`src/rtl/fg_pkg.sv`:
```
package fg_pkg;
  typedef enum logic [2:0] {
    S_IDLE,
    S_ARM,
    S_CAPT,
    S_DRAIN,
    S_NOTIFY
  } fg_state_e;

  localparam int unsigned WORD_W = 16;

  function automatic int unsigned cnt_bits(input int unsigned n);
    return (n < 2) ? 1 : $clog2(n + 1);
  endfunction
endpackage

```
`src/rtl/fg_pack.sv`:
```
module fg_pack #(
  parameter int unsigned AW    = 32,
  parameter int unsigned PIX_W = 12,
  parameter int unsigned CNT_W = 24
) (
  input  logic [PIX_W-1:0]         pix_i,
  input  logic [AW-1:0]            base_i,
  input  logic [CNT_W-1:0]         idx_i,
  output logic [fg_pkg::WORD_W-1:0] word_o,
  output logic [AW-1:0]            addr_o
);
  localparam int unsigned PAD_W = fg_pkg::WORD_W - PIX_W;

  generate
    if (PAD_W > 0) begin : g_pad
      assign word_o = {{PAD_W{1'b0}}, pix_i};
    end else begin : g_nopad
      assign word_o = pix_i[fg_pkg::WORD_W-1:0];
    end
  endgenerate

  generate
    if (CNT_W >= AW) begin : g_idx_wide
      assign addr_o = base_i + idx_i[AW-1:0];
    end else begin : g_idx_narrow
      assign addr_o = base_i + {{(AW-CNT_W){1'b0}}, idx_i};
    end
  endgenerate
endmodule

```
`src/rtl/fg_skid.sv`:
```
module fg_skid #(
  parameter int unsigned DW    = 48,
  parameter int unsigned DEPTH = 4
) (
  input  logic          clk,
  input  logic          rst_n,
  input  logic          push_i,
  input  logic [DW-1:0] din_i,
  output logic          full_o,
  output logic          empty_o,
  output logic [DW-1:0] dout_o,
  input  logic          pop_i
);
  localparam int unsigned PW = (DEPTH < 2) ? 1 : $clog2(DEPTH);
  localparam int unsigned CW = $clog2(DEPTH + 1);

  logic [DW-1:0] mem_q [DEPTH];
  logic [PW-1:0] wr_q, rd_q;
  logic [CW-1:0] cnt_q;
  logic          do_push, do_pop;

  assign full_o  = (cnt_q == CW'(DEPTH));
  assign empty_o = (cnt_q == '0);
  assign do_push = push_i && !full_o;
  assign do_pop  = pop_i && !empty_o;
  assign dout_o  = mem_q[rd_q];

  function automatic logic [PW-1:0] nxt(input logic [PW-1:0] p);
    return (p == PW'(DEPTH - 1)) ? '0 : p + PW'(1);
  endfunction

  always_ff @(posedge clk or negedge rst_n) begin
    if (!rst_n) begin
      wr_q  <= '0;
      rd_q  <= '0;
      cnt_q <= '0;
    end else begin
      if (do_push) wr_q <= nxt(wr_q);
      if (do_pop)  rd_q <= nxt(rd_q);
      case ({do_push, do_pop})
        2'b10:   cnt_q <= cnt_q + CW'(1);
        2'b01:   cnt_q <= cnt_q - CW'(1);
        default: cnt_q <= cnt_q;
      endcase
    end
  end

  generate
    for (genvar g = 0; g < DEPTH; g++) begin : g_slot
      always_ff @(posedge clk) begin
        if (do_push && wr_q == PW'(g)) mem_q[g] <= din_i;
      end
    end
  endgenerate
endmodule

```
`src/rtl/fg_seq.sv`:
```
module fg_seq #(
  parameter int unsigned AW        = 32,
  parameter int unsigned FRAME_PIX = 16,
  parameter int unsigned CNT_W     = 5,
  parameter int unsigned REJ_W     = 8
) (
  input  logic             clk,
  input  logic             rst_n,
  input  logic             start_i,
  input  logic [AW-1:0]    base_addr_i,
  input  logic             pix_valid_i,
  input  logic             pix_sof_i,
  input  logic             buf_full_i,
  input  logic             buf_empty_i,
  output logic             push_o,
  output logic [CNT_W-1:0] idx_o,
  output logic [AW-1:0]    base_o,
  output logic             busy_o,
  output logic             done_o,
  output logic             ovf_o,
  output logic [REJ_W-1:0] rej_o
);
  import fg_pkg::*;

  fg_state_e        st_q;
  logic [CNT_W-1:0] idx_q;
  logic [AW-1:0]    base_q;
  logic             ovf_q;
  logic [REJ_W-1:0] rej_q;
  logic             accept, last_pix;

  assign accept   = pix_valid_i && ((st_q == S_CAPT) || (st_q == S_ARM && pix_sof_i));
  assign last_pix = (idx_q == CNT_W'(FRAME_PIX - 1));
  assign push_o   = accept && !buf_full_i;
  assign idx_o    = idx_q;
  assign base_o   = base_q;
  assign busy_o   = (st_q != S_IDLE);
  assign done_o   = (st_q == S_NOTIFY);
  assign ovf_o    = ovf_q;
  assign rej_o    = rej_q;

  always_ff @(posedge clk or negedge rst_n) begin
    if (!rst_n) begin
      st_q   <= S_IDLE;
      idx_q  <= '0;
      base_q <= '0;
      ovf_q  <= 1'b0;
    end else begin
      unique case (st_q)
        S_IDLE: if (start_i) begin
          st_q   <= S_ARM;
          base_q <= base_addr_i;
          idx_q  <= '0;
          ovf_q  <= 1'b0;
        end
        S_ARM, S_CAPT: if (accept) begin
          if (buf_full_i) ovf_q <= 1'b1;
          if (last_pix) begin
            st_q <= S_DRAIN;
          end else begin
            st_q  <= S_CAPT;
            idx_q <= idx_q + CNT_W'(1);
          end
        end
        S_DRAIN:  if (buf_empty_i) st_q <= S_NOTIFY;
        S_NOTIFY: st_q <= S_IDLE;
        default:  st_q <= S_IDLE;
      endcase
    end
  end

  always_ff @(posedge clk or negedge rst_n) begin
    if (!rst_n) begin
      rej_q <= '0;
    end else if (start_i && busy_o && rej_q != '1) begin
      rej_q <= rej_q + REJ_W'(1);
    end
  end
endmodule

```
`src/rtl/frame_grab_ctrl.sv`:
```
module frame_grab_ctrl #(
  parameter int unsigned AW         = 32,
  parameter int unsigned PIX_W      = 12,
  parameter int unsigned FRAME_W    = 3664,
  parameter int unsigned FRAME_H    = 2748,
  parameter int unsigned SKID_DEPTH = 4,
  parameter int unsigned REJ_W      = 8,
  parameter int unsigned LEN_W      = fg_pkg::cnt_bits(FRAME_W * FRAME_H)
) (
  input  logic             clk,
  input  logic             rst_n,
  input  logic             start_i,
  input  logic [AW-1:0]    base_addr_i,
  input  logic             pix_valid_i,
  input  logic             pix_sof_i,
  input  logic [PIX_W-1:0] pix_data_i,
  output logic             mem_valid_o,
  input  logic             mem_ready_i,
  output logic [AW-1:0]    mem_addr_o,
  output logic [15:0]      mem_data_o,
  output logic             busy_o,
  output logic             done_o,
  output logic [AW-1:0]    done_addr_o,
  output logic [LEN_W-1:0] done_len_o,
  output logic             done_ovf_o,
  output logic [REJ_W-1:0] rej_cnt_o
);
  localparam int unsigned FRAME_PIX = FRAME_W * FRAME_H;
  localparam int unsigned CNT_W     = fg_pkg::cnt_bits(FRAME_PIX);
  localparam int unsigned ENT_W     = AW + fg_pkg::WORD_W;

  logic             push, full, empty;
  logic [CNT_W-1:0] idx;
  logic [AW-1:0]    base, wr_addr;
  logic [15:0]      wr_word;
  logic [ENT_W-1:0] head;

  fg_seq #(.AW(AW), .FRAME_PIX(FRAME_PIX), .CNT_W(CNT_W), .REJ_W(REJ_W)) u_seq (
    .clk(clk), .rst_n(rst_n), .start_i(start_i), .base_addr_i(base_addr_i),
    .pix_valid_i(pix_valid_i), .pix_sof_i(pix_sof_i),
    .buf_full_i(full), .buf_empty_i(empty),
    .push_o(push), .idx_o(idx), .base_o(base), .busy_o(busy_o),
    .done_o(done_o), .ovf_o(done_ovf_o), .rej_o(rej_cnt_o)
  );

  fg_pack #(.AW(AW), .PIX_W(PIX_W), .CNT_W(CNT_W)) u_pack (
    .pix_i(pix_data_i), .base_i(base), .idx_i(idx),
    .word_o(wr_word), .addr_o(wr_addr)
  );

  fg_skid #(.DW(ENT_W), .DEPTH(SKID_DEPTH)) u_skid (
    .clk(clk), .rst_n(rst_n), .push_i(push), .din_i({wr_addr, wr_word}),
    .full_o(full), .empty_o(empty), .dout_o(head), .pop_i(mem_ready_i)
  );

  assign mem_valid_o = !empty;
  assign mem_addr_o  = head[ENT_W-1:fg_pkg::WORD_W];
  assign mem_data_o  = head[fg_pkg::WORD_W-1:0];
  assign done_addr_o = base;
  assign done_len_o  = LEN_W'(FRAME_PIX);
endmodule

```
`config.mk`:
```
export PLATFORM = sky130hd
export DESIGN_NAME = frame_grab_ctrl
export DESIGN_NICKNAME = d
export VERILOG_FILES = /design/src/rtl/fg_pkg.sv /design/src/rtl/fg_pack.sv /design/src/rtl/fg_skid.sv /design/src/rtl/fg_seq.sv /design/src/rtl/frame_grab_ctrl.sv
export SDC_FILE = /design/constraint.sdc
export NUM_CORES = 1
export LEC_CHECK = 0
export BUFFER_PORTS_ARGS = -buffer_cell sky130_fd_sc_hd__buf_2
export CAP_MARGIN = 10
export CORE_MARGIN = 4
export CORE_UTILIZATION = 46
export DETAILED_ROUTE_END_ITERATION = 16
export PLACE_DENSITY = 0.63
export REMOVE_ABC_BUFFERS = 1
export SLEW_MARGIN = 25
export SYNTH_ARGS = -nofsm -noshare
export SYNTH_HDL_FRONTEND = slang
export SYNTH_SLANG_ARGS = --single-unit
export TNS_END_PERCENT = 10
```
`constraint.sdc`:
```
create_clock -name clk -period 4 [get_ports clk]
set_input_delay 0.4 -clock clk [delete_from_list [all_inputs] [get_ports clk]]
set_output_delay 0.4 -clock clk [all_outputs]
set_load 0.1 [all_outputs]
```
After elaboration in Yosys (flattened, before gate mapping). Memories as Yosys holds them, arrays and structs flattened. Index checks and enable logic that the tools add are counted.

Memories kept: 1. Output and inout bits: 116. Memory bits (writable): 176. Flip-flop bits (word level): 75.

Mux-type cells: 33. Eq/ne operators: 18. Reductions and logical operators: 28. Add/subtract/negate cells: 7.

Memories: u_skid.mem_q (words 4, bits a word 44, rd ports 1, clocked after Yosys merged registers in 0, write ports 1, line fg_skid.sv:17) `logic [DW-1:0] mem_q [DEPTH];`.

Operators by type and width (number): $mux W44 (3); $reduce_or A44 Y1 (3); $mux W24 (3); $pmux W24 S2 (1); $add A32 B24 Y32 (1); $add A24 B1 Y24 const B (1); $eq A24 B24 Y1 const B (1); $mux W1 (15); $logic_and A1 B1 Y1 (11); $mux W2 (5); $mux W3 (3); $pmux W3 S3 (1); $add A8 B1 Y8 const B (1); $eq A2 B2 Y1 const B (4); $ne A8 B8 Y1 const B (1); $reduce_and A4 Y1 (2); $eq A3 B2 Y1 const B (2); $eq A3 B3 Y1 const B (2); $logic_not A3 Y1 (2); $ne A2 B1 Y1 const B (3); $pmux W3 S2 (1); $add A2 B1 Y2 const B (2); $eq A2 B1 Y1 const B (2); $ne A2 B2 Y1 const B (2); other kinds (12) (14).

Logic depth before layout (Yosys ltp). Gate-level depths: netlist of the first run.

Word-level depth: 13. Gate-level depth with buffers: 11. Gate-level depth less buffers: 10.

By module. A second synthesis of the first run with hierarchy kept.

Cell total of the unflattened synthesis: 826. Area total of the unflattened synthesis: 12443.2 µm².

Modules (own cells, without submodules): fg_skid (seq. area each 5940.7 µm², area an instance 7432.1 µm², cells an instance 291, instances 1); fg_seq (seq. area each 1701.6 µm², area an instance 3288.2 µm², cells an instance 300, instances 1); fg_pack (seq. area each 0.0 µm², area an instance 1531.5 µm², cells an instance 208, instances 1); frame_grab_ctrl (seq. area each 0.0 µm², area an instance 191.4 µm², cells an instance 27, instances 1).

Least setup slack after synthesis of the first run. Ideal clock, no wire load.

Path type: reg-to-reg. From: register u_seq.base_q[0], in the netlist u_seq.base_o[0]. To: memory u_skid.mem_q[0][32] in the netlist's numbering, data pin. Data required time: 3727 ps. Library setup time: 273 ps. Stages on the path, launching flop included: 11. Buffers on the path: 0. Period minus slack after synthesis: 3260 ps. Arrival time: 2987 ps. Slack: 740 ps. Cell sequence: dfrtp_1 > ha_1 > inv_1 > fa_1 > nor2b_1 > o2111ai_1 > a21oi_1 > o21a_1 > o21a_1 > nor3b_1 > a2111oi_1.

Word-level cells in the longest chain between the ends: 4.

Ends and longest elaborated chain: start, declared (line fg_seq.sv:27) `logic [AW-1:0] base_q;`; start signal, assigned (line fg_seq.sv:52) `base_q <= base_addr_i;`; $add A32 B24 Y32 (*) (line fg_pack.sv:26) `assign addr_o = base_i + {{(AW-CNT_W){1'b0}}, idx_i};`; net u_pack.addr_o[20] (line fg_pack.sv:10) `output logic [AW-1:0] addr_o`; $mux W44 (no source line) (2 in series); $mux W44 (no source line) (*); end, declared (line fg_skid.sv:17).

The timed path passes the listed nets; every way through them passes the cells marked *.

Final worst setup path of the first run.
From: register u_seq.idx_q[0], in the netlist u_seq.idx_o[0]. To: memory u_skid.mem_q[1][32] in the netlist's numbering, data pin.

Word-level cells in the longest chain between the ends: 4.

Ends and longest elaborated chain: start, declared (line fg_seq.sv:26) `logic [CNT_W-1:0] idx_q;`; start signal, assigned (line fg_seq.sv:62) `idx_q <= idx_q + CNT_W'(1);`; $add A32 B24 Y32 (*) (line fg_pack.sv:26); net u_pack.addr_o[20] (line fg_pack.sv:10); $mux W44 (no source line) (2 in series); $mux W44 (no source line) (*).

Marked as above.

==> metrics.md, run 1 <==
| Metric | Value |
|---|---|
| Outcome | `complete, no violations` |
| Achievable Freq | `311.8 MHz` |
| CP Launch Point | `u_seq.idx_o[0]$_DFFE_PN0P_` |
| Setup_tns | `0 ns` |
| DRT antenna net count | `0` |
| DR vias | `around 6700` |
| R2R cell count | `10` |
| Slew Limit Fails | `0` |
| CTS max path bufs | `3` |
| CP Data Arrival Time | `3.42 ns` |
| Core area | `roughly 0.024 mm²` |
| Post-Synthesis Cells | `764` |
| Worst-path clk slew | `0.06 ns` |
| Type of the most critical hold path | `primary input to flip-flop` |
| Vias per Instance | `between 5 and 6` |
| Routed wire per std cell | `approximately 18 µm` |
| Die X | `between 150 and 200 µm` |
| Post-synth EDFFs | `between 150 and 200` |
| Reg2Reg Setup Slack | `roughly 0.79 ns` |
| Max-cap viol count | `0` |
| Gp weighted congestion | `approximately 0.83` |
| Post-synth ARST share | `29.88%` |
| WHS | `around 0.097 ns` |
| Die Height | `~170 µm` |
| Critical R2R Capture | `u_skid.mem_q[1][32]$_DFFE_PP_` |
| Crit path kind | `flip-flop to flip-flop` |
| CP Launch Type | `flip-flop` |
| H-tree Lvls | `1` |
| Synthesized flop and latch total | `251` |
| Total Routing Usage GR | `16.61%` |
| # DRC | `0` |
| Total grt overflow | `0` |
| Final Skew | `between 0.007 and 0.008 ns` |
| Site Rows | `57` |
| Skew-Pair Late Insertion Delay | `between 0.5 and 0.6 ns` |
| Req. time, crit path | `between 4 and 5 ns` |
| Final setup viols | `0` |
| Setup ws final | `0.7925 ns` |
| Boundary Pins | `around 170` |
| Dpl ws | `just over 0.8 ns` |
| WL final | `between 20000 and 25000 µm` |
| FILL cells | `~2000` |
| Die area | `around 0.028 mm²` |
| Multi-input logic area | `a little over 0.004 mm²` |
| First-pass GRT wire length | `37330 µm` |
| Crit. End Element | `flip-flop` |
| Final Cell Area | `around 0.013 mm²` |
| Port Buf Inserts | `~140` |
| Initial core utilization | `46.97%` |
| Initial DRC count | `about 370` |
| Detailed Place HPWL | `between 15000 and 20000 µm` |
| RSZ-0062 raised after global routing | `no` |
| Max-slew headroom | `roughly half` |
| Layout Area Growth over Synthesis | `16.49%` |
| Initial antenna violation count | `0` |
| Postcts setup bufs | `0` |
| Final Critical Period | `between 3 and 4 ns` |
| Total area of sequential cells | `0.007167 mm²` |
| Final worst path period share | `around four fifths` |
| CTS tree | `built` |
| CP max FO | `5` |
| Share of layout cells above drive strength 1 | `a little under a third` |
| Final hold viol count | `0` |
| Diode count | `0` |
| Mapped cell area | `0.01149 mm²` |
| Post-synth top flop | `edfxtp_1` |
| Placed standard-cell area | `~0.012 mm²` |
| Fin nets | `roughly 1000` |
| Vias in the first global route | `between 6000 and 7000` |
| Worst r2r src | `u_seq.idx_o[0]$_DFFE_PN0P_` |
| Syn Area/Cell | `about 15 µm²` |
| First-pass DRT Iterations | `5` |
| Sequential-to-total area share from yosys stat | `between 60% and 70%` |
| Number of unique standard cell types used by synthesis | `a little over 60` |
| Synth warnings | `0` |
| Root Buffer | `clkbuf_16` |
| Worst-Margin Slew | `around 0.73 ns` |
| Clk sinks | `roughly 250` |
| Largest net degree at the start of global routing | `76` |
| Num CTS Buffers | `26` |
| CP Capture Point | `u_skid.mem_q[1][32]$_DFFE_PP_` |
layout by cell type, fill, tap and decap left out, types with 8 or more instances in the layout:
cell type / n
edfxtp_1: 176
mux2_2: 33
a21oi_1: 21
xor2_1: 26
nor2_1: 37
inv_1: 18
xnor2_1: 25
mux4_2: 44
nand2_1: 38
dfrtp_1: 73
nand4_1: 11
clkbuf_16: 27
ha_1: 32
and3_1: 10
o21ai_1: 16
nand2b_1: 8
nand3_1: 17
conb_1: 28
o21ai_0: 12
a21o_1: 20
buf_2: 136
worst min-delay path by stage:
stage | slack [ns] | start | endpoint | cells after the start
2_1_floorplan | 0.10 | rst_n | u_seq.base_o[0]$_DFFE_PN0P_ | 0
3_3_place_gp | 0.48 | u_seq.rej_o[7]$_DFFE_PN0P_ | u_seq.rej_o[7]$_DFFE_PN0P_ | 1
3_5_place_dp | 0.49 | u_seq.rej_o[5]$_DFFE_PN0P_ | u_seq.rej_o[5]$_DFFE_PN0P_ | 1
4_1_cts | 0.07 | base_addr_i[1] | u_seq.base_o[1]$_DFFE_PN0P_ | 3
5_1_grt | 0.08 | pix_data_i[0] | u_skid.mem_q[0][0]$_DFFE_PP_ | 1
6_report | 0.1 | base_addr_i[1] | u_seq.base_o[1]$_DFFE_PN0P_ | 3
cell usage after synthesis, types with 7 or more instances:
cell / count / area, µm²
o21ai_1: 16 / 80.08
a21o_1: 20 / 150.1
clkbuf_1: 8 / 30.03
edfxtp_1: 176 / 5285
nand3_1: 17 / 85.08
o21ai_0: 12 / 60.06
nand4_1: 11 / 68.82
xnor2_1: 25 / 219.0
nor2_1: 37 / 138.9
ha_1: 32 / 400.4
buf_4: 30 / 225.2
and3_1: 10 / 62.56
inv_1: 18 / 67.56
mux4_2: 44 / 991.0
and2_1: 10 / 62.56
nand2b_1: 8 / 50.05
nor3_1: 7 / 35.03
a21oi_1: 21 / 105.1
mux2_2: 33 / 371.6
buf_2: 11 / 55.05
nand2_1: 38 / 142.6
xor2_1: 26 / 227.7
dfrtp_1: 75 / 1877
flip-flops by register name, indices dropped and copies added, names as in the netlist:
register	count
u_skid.mem_q	176
u_seq.base_o	32
u_seq.idx_o	24
u_seq.rej_o	8
u_seq.st_q	3
u_skid.cnt_q	3
u_skid.rd_q	2
u_skid.wr_q	2
u_seq.ovf_o	1
worst max-delay path, stage by stage, from the launching register on:
cell	delay, ns
dfrtp_1	0.41
ha_1	0.21
inv_1	0.06
fa_1	0.40
nor2b_1	0.17
o2111ai_1	0.20
a21oi_1	0.33
o21a_1	0.24
o21a_1	0.14
nor3b_1	0.05
a2111oi_1	0.70
cell families after synthesis:
family	count (synthesis)	synth area share, %
compound gates	108	6.447
xor+xnor	51	3.888
fa+ha+maj	34	3.833
buf+inv	68	3.332
flops	251	62.33
mux	77	11.86
other cells	2	0.06536
simple gates	173	8.244
cell type report:
| cell class | count | area share [%] |
|---|---|---|
| Clock buffer | 36 | 5.450 |
| Tap cell | 324 | 3.029 |
| Multi-Input combinational cell | 471 | 30.24 |
| Timing Repair Buffer | 146 | 6.217 |
| Inverter | 18 | 0.5048 |
| Clock inverter | 12 | 1.010 |
| Sequential cell | 251 | 53.55 |
stage by stage:
stage	cells	utilization [%]
3_3_place_gp	1208	51.01
4_1_cts	1256	54.54
2_1_floorplan	740	-
5_1_grt	1258	54.71
3_5_place_dp	1208	51.01
6_report	1258	54.71
per-layer routing:
layer | part of all wire [%] | track usage [%] | up-vias
met4 | 1.5 | 3.407 | 0
met5 | 0 | 0 | -
met2 | 49 | 28.32 | 174
li1 | - | - | 3153
met1 | 44 | 22.54 | 3387
met3 | 5.6 | 3.142 | 33
timing repair:
action                                 in CTS  in global routing
hold buffers                                0                  1
endpoints found under the hold margin       0                 61
resized for setup                           0                  0
Power of run 1 is not shown: default switching activity piles up to over one toggle a cycle in this logic, so the estimate is an artifact.
==> run 2: changes to the inputs <==
ABC_AREA = 1   (was unset)
PLACE_DENSITY = 0.65   (was 0.63)
clock period = 2.9 ns   (was 4 ns; I/O delays follow)
==> metrics.md, run 2 <==
| Metric | Value |
|---|---|
| Layout Area Growth over Synthesis | `23.43%` |
| Site Rows | `60` |
| DRT antenna net count | `0` |
| Die Height | `between 150 and 200 µm` |
| Total grt overflow | `0` |
| CP Launch Type | `flip-flop` |
| Most frequent cells in the layout | `409 x nand2_1, 176 x edfxtp_1, 168 x nor2_1` |
| Vias per Instance | `roughly 5.0` |
| Met3 Wirelength | `~1500 µm` |
| Syn Area/Cell | `~9.0 µm²` |
| Synth warnings | `0` |
| Req. time, crit path | `2.61 ns` |
| Setup ws final | `between 0.3 and 0.4 ns` |
| First-pass GRT wire length | `about 49000 µm` |
| Slowest Stage Delay on Critical Path | `0.63 ns` |
| Crit. End Element | `primary output` |
| Root Buffer | `clkbuf_16` |
| Clk sinks | `roughly 250` |
| Final Cell Area | `~0.016 mm²` |
| CTS max path bufs | `3` |
| WL final | `a little over 30000 µm` |
| Worst path bufs/invs | `2` |
| Count leader, synth | `nand2_1` |
| Cell taking the most area after synthesis | `edfxtp_1` |
| Final Critical Period | `roughly 2.6 ns` |
| Worst path top cell family by delay | `buffers and inverters` |
| Mapped cell area | `0.01278 mm²` |
| Post-CTS Resized | `0` |
| Final Skew | `between 0.01 and 0.015 ns` |
| Worst-path clk slew | `about 0.06 ns` |
| Core Util, Final | `between 50% and 60%` |
| CP max FO | `37` |
| Sequential-to-total area share from yosys stat | `a little under three fifths` |
| Num CTS Buffers | `26` |
| Initial antenna violation count | `0` |
| Most common cell after layout, fill and taps aside | `nand2_1` |
| Number of unique standard cell types used by synthesis | `40` |
| Port Buf Inserts | `about 140` |
| Final hold viol count | `0` |
| Die X | `~170 µm` |
| Die area | `0.03050 mm²` |
| Final worst path period share | `89.65%` |
| Slew Limit Fails | `0` |
| Placed cell count | `1907` |
| First-pass DRT Iterations | `6` |
| Fin nets | `1690` |
| Crit path kind | `flip-flop to primary output` |
| Synth top area share | `41.37%` |
| Worst-Margin Slew | `slightly above 0.7 ns` |
| Dpl ws | `~0.55 ns` |
| CTS tree | `built` |
| Area contributors post-synth | `edfxtp_1 41%, dfrtp_1 15%, nand2_1 12%` |
| Max-slew headroom | `between 50% and 60%` |
| Type of the most critical hold path | `primary input to flip-flop` |
| H-tree Lvls | `1` |
| Vias in the first global route | `9685` |
| Synthesized flop and latch total | `between 200 and 300` |
| Post-synth EDFFs | `176` |
| Met1 WL | `around 13000 µm` |
| Critical path cell sequence | `buf_4 -> o21ai_0 -> o22ai_1 -> buf_12` |
| Post-synth top flop | `edfxtp_1` |
| Largest net degree at the start of global routing | `76` |
| CP max-delay cell | `dfrtp_2` |
| Gp weighted congestion | `between 0.9 and 1` |
| Core area | `about 0.027 mm²` |
| Largest reg by FF count | `u_skid.mem_q` |
| Most frequent cells after synthesis | `409 x nand2_1, 176 x edfxtp_1, 172 x nor2_1` |
| Multi-input logic area | `roughly 0.0048 mm²` |
| Non-filler cells, final | `around 2000` |
| Final setup viols | `0` |
| CP Data Arrival Time | `approximately 2.3 ns` |
| DR vias | `between 9000 and 10000` |
| Post-synth ARST share | `29.88%` |
| RSZ-0062 raised after global routing | `no` |
| FILL cells | `approximately 2400` |
| Max reg flops | `176` |
| Share of layout cells above drive strength 1 | `14.15%` |
| Achievable Freq | `384.7 MHz` |
| Initial DRC count | `623` |
| Total area of sequential cells | `just over 0.007 mm²` |
| Routed wire per std cell | `15.19 µm` |
| Diode count | `0` |
| Total Routing Usage GR | `between 10% and 20%` |
| DR top layer | `met4` |
| Max-cap viol count | `0` |
| Detailed Place HPWL | `20910 µm` |
| Boundary Pins | `around 170` |
| Outcome | `complete, no violations` |
| Initial core utilization | `about 47%` |
| Post-Synthesis Cells | `1421` |
| Skew-Pair Late Insertion Delay | `between 0.5 and 0.6 ns` |
| Placed standard-cell area | `around 0.015 mm²` |
| DR WL met2 | `14590 µm` |
| # DRC | `0` |
run 2: cell types whose count changed after synthesis, moves of 40 or more:
cell	previous run	this run
nand2_1	38	409
nor2_1	37	172
inv_1	18	148
o21ai_0	12	117
mux4_2	44	0
o22ai_1	0	44
nand3_1	17	57
run 2: timing repair:
item,in CTS,in global routing
hold endpoints to repair,153,0
endpoints found under the setup margin,0,0
hold buffers,43,0
setup buffers,0,0
run 2: tightest hold or removal path, delay by kind of cell:
kind | cells | cell delay, ns
compound gates | 1 | 0.08
buf+inv | 1 | 0.11
simple gates | 1 | 0.05
run 2: metrics by stage:
stage          hold WS (ns)  setup TNS (ns)
6_report            0.02880               0
5_1_grt             0.02259               0
4_1_cts            0.006733               0
3_5_place_dp         0.4234               0
3_3_place_gp         0.4161               0
2_1_floorplan     -0.005591         -163.26
run 2: kinds of logic after synthesis:
family	share of synthesized area, %
AO/OA/AOI/OAI	8.638
XOR/XNOR	2.468
adder cells (fa/ha/maj)	3.447
buffers and inverters	7.512
flip-flops	56.06
other	0.05878
AND/OR/NAND/NOR	21.82
run 2: cell type report:
class | instances | area share (%)
Clock inverter | 16 | 0.8093
Inverter | 153 | 3.658
Clock buffer | 32 | 4.332
Timing Repair Buffer | 195 | 12.50
Tap cell | 372 | 2.952
Multi-Input combinational cell | 979 | 30.33
Sequential cell | 251 | 45.43
run 2: worst paths after layout:
kind,endpoint,start,depth (start not counted),slack [ns]
hold / removal,u_seq.base_o[25]$_DFFE_PN0P_,base_addr_i[25],3,0.03
setup / recovery,mem_addr_o[26],u_skid.rd_q[0]$_DFFE_PN0P_,4,0.30
max in group asynchronous,u_skid.rd_q[0]$_DFFE_PN0P_,rst_n,2,2.06
setup reg to reg,u_skid.cnt_q[1]$_DFFE_PN0P_,u_seq.st_q[2]$_DFFE_PN0P_,10,0.56
min in group asynchronous,u_seq.rej_o[7]$_DFFE_PN0P_,rst_n,2,0.34
hold reg to reg,u_seq.st_q[2]$_DFFE_PN0P_,u_seq.st_q[2]$_DFFE_PN0P_,1,0.43
run 2: metal layers:
metal  global-route usage (%)  vias to the layer above
li1                         -                     5005
met1                    26.39                     4626
met2                    33.19                      255
met3                    2.488                       66
met4                    6.579                        0
met5                        0                        -
Power of run 2 is left out for the same reason.
